## config.mk

```make
export PLATFORM = sky130hd
export DESIGN_NAME = rstsel_top
export DESIGN_NICKNAME = d
export VERILOG_FILES = /design/src/rtl/rstsel_pkg.sv /design/src/rtl/rstsel_tick.sv /design/src/rtl/rstsel_src_gate.sv /design/src/rtl/rstsel_pulse.sv /design/src/rtl/rstsel_swreg.sv /design/src/rtl/rstsel_top.sv
export SDC_FILE = /design/constraint.sdc
export NUM_CORES = 1
export LEC_CHECK = 0
export CORE_AREA = 2 2 54 56
export CTS_BUF_LIST = sky130_fd_sc_hd__clkbuf_8
export DETAILED_ROUTE_END_ITERATION = 8
export DIE_AREA = 0 0 56 58
export PLACE_DENSITY = 0.81
export SLEW_MARGIN = 20
export SYNTH_ARGS = -nofsm -noshare
export SYNTH_HDL_FRONTEND = slang
export SYNTH_HIERARCHICAL = 1
export SYNTH_SLANG_ARGS = --single-unit
```

## constraint.sdc

```tcl
create_clock -name clk -period 1.99 [get_ports clk]
set_input_delay 0.2985 -clock clk [delete_from_list [all_inputs] [get_ports clk]]
set_output_delay 0.2985 -clock clk [all_outputs]
set_load 0.05 [all_outputs]
```

## src/rtl/rstsel_pkg.sv

```systemverilog
package rstsel_pkg;

    localparam int NBLK    = 6;
    localparam int AW      = 7;
    localparam int SWW     = NBLK + 1;
    localparam int PIN_BIT = NBLK;

    typedef logic [AW-1:0] addr_t;

    // upper address of each functional block range, ascending
    localparam addr_t BLK_HI [NBLK] = '{7'h2F, 7'h3F, 7'h5B, 7'h5F, 7'h6F, 7'h7F};

    localparam logic [1:0] SEL_WAKE = 2'b00;
    localparam logic [1:0] SEL_RSVD = 2'b01;
    localparam logic [1:0] MODE_RST = SEL_WAKE;

    typedef enum logic [1:0] {
        PS_IDLE  = 2'd0,
        PS_ARMED = 2'd1,
        PS_HOLD  = 2'd2
    } pulse_st_e;

endpackage

```

## src/rtl/rstsel_tick.sv

```systemverilog
module rstsel_tick #(
    parameter int TICK_CYCLES = 15625
) (
    input  logic clk,
    input  logic rst_n,
    output logic tick
);
    localparam int CW = (TICK_CYCLES > 2) ? $clog2(TICK_CYCLES) : 1;
    localparam logic [CW-1:0] LAST = CW'(TICK_CYCLES - 1);

    logic [CW-1:0] cnt;

    always_ff @(posedge clk or negedge rst_n) begin
        if (!rst_n) begin
            cnt  <= '0;
            tick <= 1'b0;
        end else begin
            tick <= (cnt == LAST);
            cnt  <= (cnt == LAST) ? '0 : cnt + 1'b1;
        end
    end
endmodule

```

## src/rtl/rstsel_src_gate.sv

```systemverilog
module rstsel_src_gate
    import rstsel_pkg::*;
(
    input  logic       clk,
    input  logic       rst_n,
    input  logic       cic_evt,
    input  logic       saw_evt,
    input  logic       wdog_evt,
    input  logic       mode_wr,
    input  logic [1:0] mode_wdata,
    output logic [1:0] mode_sel,
    output logic       hw_fwd
);
    logic [1:0] mode_q;
    logic       wake_fwd;
    logic       wdog_fwd;

    always_comb begin
        wake_fwd = (mode_q == SEL_WAKE) && (cic_evt || saw_evt);
        wdog_fwd = mode_q[1] && wdog_evt;
        hw_fwd   = wake_fwd || wdog_fwd;
    end

    // a forwarded source restores the reset value before any write
    always_ff @(posedge clk or negedge rst_n) begin
        if (!rst_n)
            mode_q <= MODE_RST;
        else if (hw_fwd)
            mode_q <= MODE_RST;
        else if (mode_wr)
            mode_q <= mode_wdata;
    end

    assign mode_sel = mode_q;
endmodule

```

## src/rtl/rstsel_pulse.sv

```systemverilog
module rstsel_pulse
    import rstsel_pkg::*;
(
    input  logic clk,
    input  logic rst_n,
    input  logic trig,
    input  logic tick,
    output logic rst_o_n
);
    pulse_st_e state, state_nx;

    always_ff @(posedge clk or negedge rst_n) begin
        if (!rst_n) state <= PS_IDLE;
        else        state <= state_nx;
    end

    always_comb begin
        state_nx = state;
        unique case (state)
            PS_IDLE:  if (trig) state_nx = PS_ARMED;
            PS_ARMED: if (tick) state_nx = PS_HOLD;
            PS_HOLD:  if (tick) state_nx = PS_IDLE;
            default:  state_nx = PS_IDLE;
        endcase
    end

    always_comb begin
        unique case (state)
            PS_IDLE:  rst_o_n = 1'b1;
            PS_ARMED: rst_o_n = 1'b0;
            PS_HOLD:  rst_o_n = 1'b0;
            default:  rst_o_n = 1'b1;
        endcase
    end
endmodule

```

## src/rtl/rstsel_swreg.sv

```systemverilog
module rstsel_swreg
    import rstsel_pkg::*;
(
    input  logic            clk,
    input  logic            rst_n,
    input  logic            sw_wr,
    input  logic [SWW-1:0]  sw_wdata,
    input  logic [AW-1:0]   reg_addr,
    output logic [NBLK-1:0] blk_rst,
    output logic            pin_req,
    output logic            reg_clr
);
    logic [SWW-1:0]  sw_q;
    logic [NBLK-1:0] in_rng;

    // self-clearing: bits live for one cycle after a write
    always_ff @(posedge clk or negedge rst_n) begin
        if (!rst_n)     sw_q <= '0;
        else if (sw_wr) sw_q <= sw_wdata;
        else            sw_q <= '0;
    end

    for (genvar i = 0; i < NBLK; i++) begin : g_rng
        localparam addr_t LO = (i == 0) ? addr_t'(0) : addr_t'(BLK_HI[(i == 0) ? 0 : i-1] + 7'd1);
        assign in_rng[i] = (reg_addr >= LO) && (reg_addr <= BLK_HI[i]);
    end

    assign blk_rst = sw_q[NBLK-1:0];
    assign pin_req = sw_q[PIN_BIT];
    assign reg_clr = |(in_rng & blk_rst);
endmodule

```

## src/rtl/rstsel_top.sv

```systemverilog
module rstsel_top
    import rstsel_pkg::*;
#(
    parameter int TICK_CYCLES = 15625
) (
    input  logic            clk,
    input  logic            rst_n,
    input  logic            cic_evt,
    input  logic            saw_evt,
    input  logic            wdog_evt,
    input  logic            mode_wr,
    input  logic [1:0]      mode_wdata,
    input  logic            sw_wr,
    input  logic [SWW-1:0]  sw_wdata,
    input  logic [AW-1:0]   reg_addr,
    output logic            rst_o_n,
    output logic [1:0]      mode_sel,
    output logic [NBLK-1:0] blk_rst,
    output logic            reg_clr
);
    logic tick;
    logic hw_fwd;
    logic pin_req;
    logic trig;

    rstsel_tick #(.TICK_CYCLES(TICK_CYCLES)) u_tick (
        .clk(clk), .rst_n(rst_n), .tick(tick)
    );

    rstsel_src_gate u_gate (
        .clk(clk), .rst_n(rst_n),
        .cic_evt(cic_evt), .saw_evt(saw_evt), .wdog_evt(wdog_evt),
        .mode_wr(mode_wr), .mode_wdata(mode_wdata),
        .mode_sel(mode_sel), .hw_fwd(hw_fwd)
    );

    rstsel_swreg u_sw (
        .clk(clk), .rst_n(rst_n),
        .sw_wr(sw_wr), .sw_wdata(sw_wdata), .reg_addr(reg_addr),
        .blk_rst(blk_rst), .pin_req(pin_req), .reg_clr(reg_clr)
    );

    assign trig = hw_fwd || pin_req;

    rstsel_pulse u_pulse (
        .clk(clk), .rst_n(rst_n), .trig(trig), .tick(tick), .rst_o_n(rst_o_n)
    );
endmodule

```

### Word level (Yosys, flattened, before mapping)

Index checks and enable logic that the tools add are counted.

* logic and storage cells: 51
* output and inout bits: 10
* input port bits: 23
* flip-flop bits (word level): 26

* $add $sub $neg: 1
* muxes and demuxes: 9
* equality and inequality tests: 6
* reduce and logical (&&, ||, !) cells: 17
* order comparisons: 12
* bitwise gates (word level): 1

Operator list (number)
* 7-bit >= comparator, second input constant: 4
* 7-bit <= comparator, second input constant: 4
* 14-bit by 1-bit adder with 14-bit output, second input constant: 1
* 14-bit == test, second input constant: 1
* 7-bit by 6-bit <= comparator with 1-bit output, second input constant: 2
* 14-bit two-way mux: 1
* 2-bit two-way mux: 5
* 1-bit logical AND: 8
* 7-bit by 1-bit >= comparator with 1-bit output, second input constant: 1
* 7-bit by 6-bit >= comparator with 1-bit output, second input constant: 1
* 7-bit two-way mux: 1
* 6-bit AND: 1
* 2-bit != test, second input constant: 3
* 2-bit case mux with 3 select lines: 1
* 6-bit OR reduction: 1
* 2-bit logical NOT: 2
* 1-bit logical OR: 3
* 3-bit AND reduction: 1
* 2-bit by 1-bit == test with 1-bit output, second input constant: 1
* 2-bit == test, second input constant: 1
* 2-bit nonzero test: 1
* 2-bit OR reduction: 1
* 1-bit two-way mux: 1

### Longest topological paths before layout

* depth in word-level cells: 6
* gate-level depth with buffers: 6
* depth with buffers taken out: 6

### By module

The synthesis kept the hierarchy.

Modules (own cells, without submodules)
* rstsel_tick: cells each 68, area an instance 729.4 um^2, instances 1
* rstsel_swreg: cells each 23, area an instance 280.3 um^2, instances 1
* rstsel_pulse: cells each 15, area an instance 168.9 um^2, instances 1
* rstsel_src_gate: cells each 9, area an instance 107.6 um^2, instances 1
* rstsel_top: cells each 1, area an instance 6.3 um^2, instances 1

### Worst setup path after synthesis

No wires, ideal clock.

* kind: register to output
* start: reg u_sw.sw_q[3]
* end: out reg_clr
* cell stages (with the launch flop): 4
* required time: 1691 ps
* path slack: -3 ps
* arrival: 1694 ps
* cells stage by stage: dfrtp_1 > a41o_2 > a21oi_1 > o22ai_1

* word-level cells in the longest chain between the ends: 2

Ends and longest elaborated chain
* from (decl): line rstsel_swreg.sv:13 `logic [SWW-1:0] sw_q;`
* from (signal assigned): line rstsel_swreg.sv:19 `else if (sw_wr) sw_q <= sw_wdata;`
* 6-bit AND: line rstsel_swreg.sv:30 `assign reg_clr = |(in_rng & blk_rst);`
* 6-bit OR reduction: line rstsel_swreg.sv:30
* to (decl): line rstsel_top.sv:19 `output logic reg_clr`

No other way between the ends.

### Final worst setup path

* start: in reg_addr[4]
* end: out reg_clr

* word-level cells in the longest chain between the ends: 4
* elaborated cells on any way between the ends: 20
* those cells by class: order compare: 12; bitwise: 1; reduce/logical: 7

Ends and longest elaborated chain
* from (decl): line rstsel_top.sv:15 `input logic [AW-1:0] reg_addr,`
* 7-bit by 1-bit >= comparator with 1-bit output, or another cell as far along: line rstsel_swreg.sv:25 `assign in_rng[i] = (reg_addr >= LO) && (reg_addr <= BLK_HI[i]);`
* 1-bit logical AND: line rstsel_swreg.sv:25
* 6-bit AND (*): line rstsel_swreg.sv:30
* 6-bit OR reduction (*): line rstsel_swreg.sv:30

Mark *: on every way between the ends. The rest lies on a longest branch, timed or not.

==> flow_metrics.py <==
metrics = {
    "synthesis": {
        "netlist_area_um2": 1290,
        "ys_seq_area_share_pct": 50.3,
        "avgSynthCellArea_um2": 11.1,
        "ys_seq_elements": 26,
        "syn_inst": 116,
        "ys_warn_count": 6,
        "synth_cell_types": 29,
        "synth_nets": 147,
    },
    "critical_path": {
        "reg2reg_to": "u_tick/cnt[0]",
        "endpoint_kind": "output pin",
        "worstSetupPathType": "in -> out",
        "worstRegToRegCells": 4,
        "worstSetupStartpointType": "primary input",
        "worst_ep_arrival_time_ns": 1.61,
        "r2r_slack_ns": 0.27,
        "reg2reg_from": "u_tick/cnt[5]",
        "crit_start": "reg_addr[4]",
        "worstPathRequired_ns": 1.69,
        "cp_max_fo": 4,
    },
    "sta": {
        "rsz0062_at_grt": "false",
        "fin_crit_ns": 1.91,
        "setup_violations": 0,
        "clock_skew_ns": 0.00356,
        "clock.fmax_mhz": 523,
        "slew_violations": 0,
        "hold_slack_ns": 0.407,
        "setup_slack_ns": 0.0775,
        "tightest_slew_ns": 0.495,
        "maxSlewHeadroom_pct": 66.9,
        "finalHoldViolCount": 0,
        "finalCritPeriodShare_pct": 96.1,
        "fin_setup_tns_ns": 0,
    },
    "pwr": {
        "power_mw": 1.32,
        "p_sw_share_pct": 31.4,
        "p_switching_mw": 0.414,
        "p_int_mw": 0.906,
        "combPwrFrac_pct": 30.9,
        "total_leakage_power_nw": 0.772,
        "ir_drop_mv": 0.976,
        "clock_power_share_pct": 24.7,
        "seq_power_share_pct": 44.4,
        "power.density_nw_per_um2": 771,
    },
    "final_layout": {
        "nFillCells": 211,
        "fin_area_um2": 1710,
        "finalNetCount": 185,
        "utilization_pct": 64.2,
        "final_cells": 184,
        "syn2layout_area_growth_pct": 32.3,
        "layout-drive-gt1-share_pct": 10.5,
        "antenna_cells": 0,
    },
    "placed_design": {
        "place_congestion": 0.907,
        "preCtsSetupSlack_ns": -0.0605,
        "place_area_um2": 1660,
        "port_buffers": 30,
        "place_hpwl_mm": 1.98,
        "dp_cells": 180,
    },
    "cts": {
        "htree_levels": 1,
        "clockBufferDepth": 2,
        "cts_resized": 0,
        "clk_pin_slew_ns": 0.08,
        "clock_sinks": 26,
        "cts_inserted_buffers": 3,
        "cts_tree": "built",
        "clk_latency_ns": 0.26,
        "cts_root_buf": "clkbuf_8",
        "cts_hold_buf": 0,
        "postCtsSetupBuffers": 0,
    },
    "routing": {
        "drc": 0,
        "drt-pass1-iter-count": 4,
        "drt_iter0_markers": 14,
        "via_count": 953,
        "ant_nets": 0,
        "wl_per_cell_um": 13.8,
        "wl_mm": 2.53,
        "vias_per_cell": 5.18,
    },
    "global_route": {
        "grt_max_degree": 27,
        "grt.overflow.total": 0,
        "antenna_found_initial": 0,
        "grtUsageTotal_pct": 17.0,
        "grt_pass1_wl_mm": 4.33,
        "first_global_vias": 1012,
    },
    "die": {
        "pin_count": 33,
        "die_height_um": 58,
        "start_util_pct": 48.5,
        "rows": 19,
        "core_um2": 2660,
        "dieArea_um2": 3250,
        "die_w_um": 56,
    },
    "job": {
        "maxCapViolations": 0,
    },
    "min_path": {
        "hold_class": "in -> async",
    },
    "status": {
        "status": "complete, no violations",
    },
}
## state kept, by name, summed over array words and instances (netlist names)
signal and flops:
u_gate/mode_sel 2, u_tick/cnt 14, u_sw/sw_q 7, u_pulse/state 2, u_tick/tick 1
## layout make-up
class,instances,area (um^2),share of cell area [%]
flip-flops and latches,26,651,38.0
repair buffers,33,318,18.6
multi-input cells,81,614,35.9
inverters,9,33.8,1.98
clock buffers,4,55.1,3.22
well taps,31,38.8,2.27
## worst max-delay path by stage
stage / end / depth (start not counted)
after floorplan: u_pulse/state[0] / 5
after global placement: u_pulse/state[1] / 6
after detailed placement: u_pulse/state[0] / 6
after CTS: reg_clr / 5
after global routing: reg_clr / 5
final: reg_clr / 5
## synth_stat cells
cell type	count	share of area [%]
o22ai_1	1	0.48
or2_1	2	0.97
nand4bb_1	1	0.87
a221oi_1	2	1.4
or4_4	1	0.87
nor2_2	1	0.48
and3_1	2	0.97
inv_1	9	2.6
a41o_2	1	0.87
and2_1	7	3.4
nand3_1	8	3.1
a22o_2	1	0.77
nor2b_1	1	0.48
o21ai_1	1	0.39
a21oi_1	1	0.39
nor4_1	3	1.5
xor2_1	3	2.0
dfrtp_1	26	50
ha_1	8	7.7
o22ai_2	1	0.97
nand2b_1	1	0.48
nor4_4	1	1.6
mux2i_1	4	3.1
xnor2_1	8	5.4
nor2_1	10	2.9
nand4_1	3	1.5
nand2_1	5	1.5
mux2_1	3	2.6
nor3_1	1	0.39
## critical path, cell delays in order
cell	delay [ns]
clkdlybuf4s50_1	0.53
mux2_1	0.34
o21ai_1	0.16
o22ai_2	0.09
buf_4	0.19
## cells in the final DEF, fill, tap and decap left out, types with 4 or more instances in the layout
cell type	count
nand2_1	5
and2_1	7
inv_1	9
ha_1	8
clkbuf_8	4
dfrtp_1	26
mux2i_1	4
nor2_1	10
buf_4	5
xnor2_1	8
nand3_1	8
clkdlybuf4s50_1	28
## cells by family after synthesis
kind of cell,count (synthesis),synth area share [%]
flops,26,50.3
buf+inv,9,2.61
compound gates,8,5.23
mux,7,5.71
xor+xnor,11,7.45
simple gates,47,20.9
fa+ha+maj,8,7.74
## power by group through the flow
stage	registers, mW	clock network (mW)	logic, mW
finish	0.585	0.326	0.408
global route	0.593	0.356	0.443
CTS	0.586	0.335	0.412
detailed placement	0.598	0	0.407
global placement	0.593	0	0.392
floorplan	0.627	0	0.228
## metal layers
metal	track usage, %	part of all wire (%)	wire length [um]	vias to the layer above
met5	0	0	0	-
met4	7.48	1.8	45	0
met3	3.13	4.5	113	6
met2	28.7	52	1310	25
met1	21.6	42	1070	451
li1	-	-	-	471
Note: power is estimated with default switching activity, not from simulation.
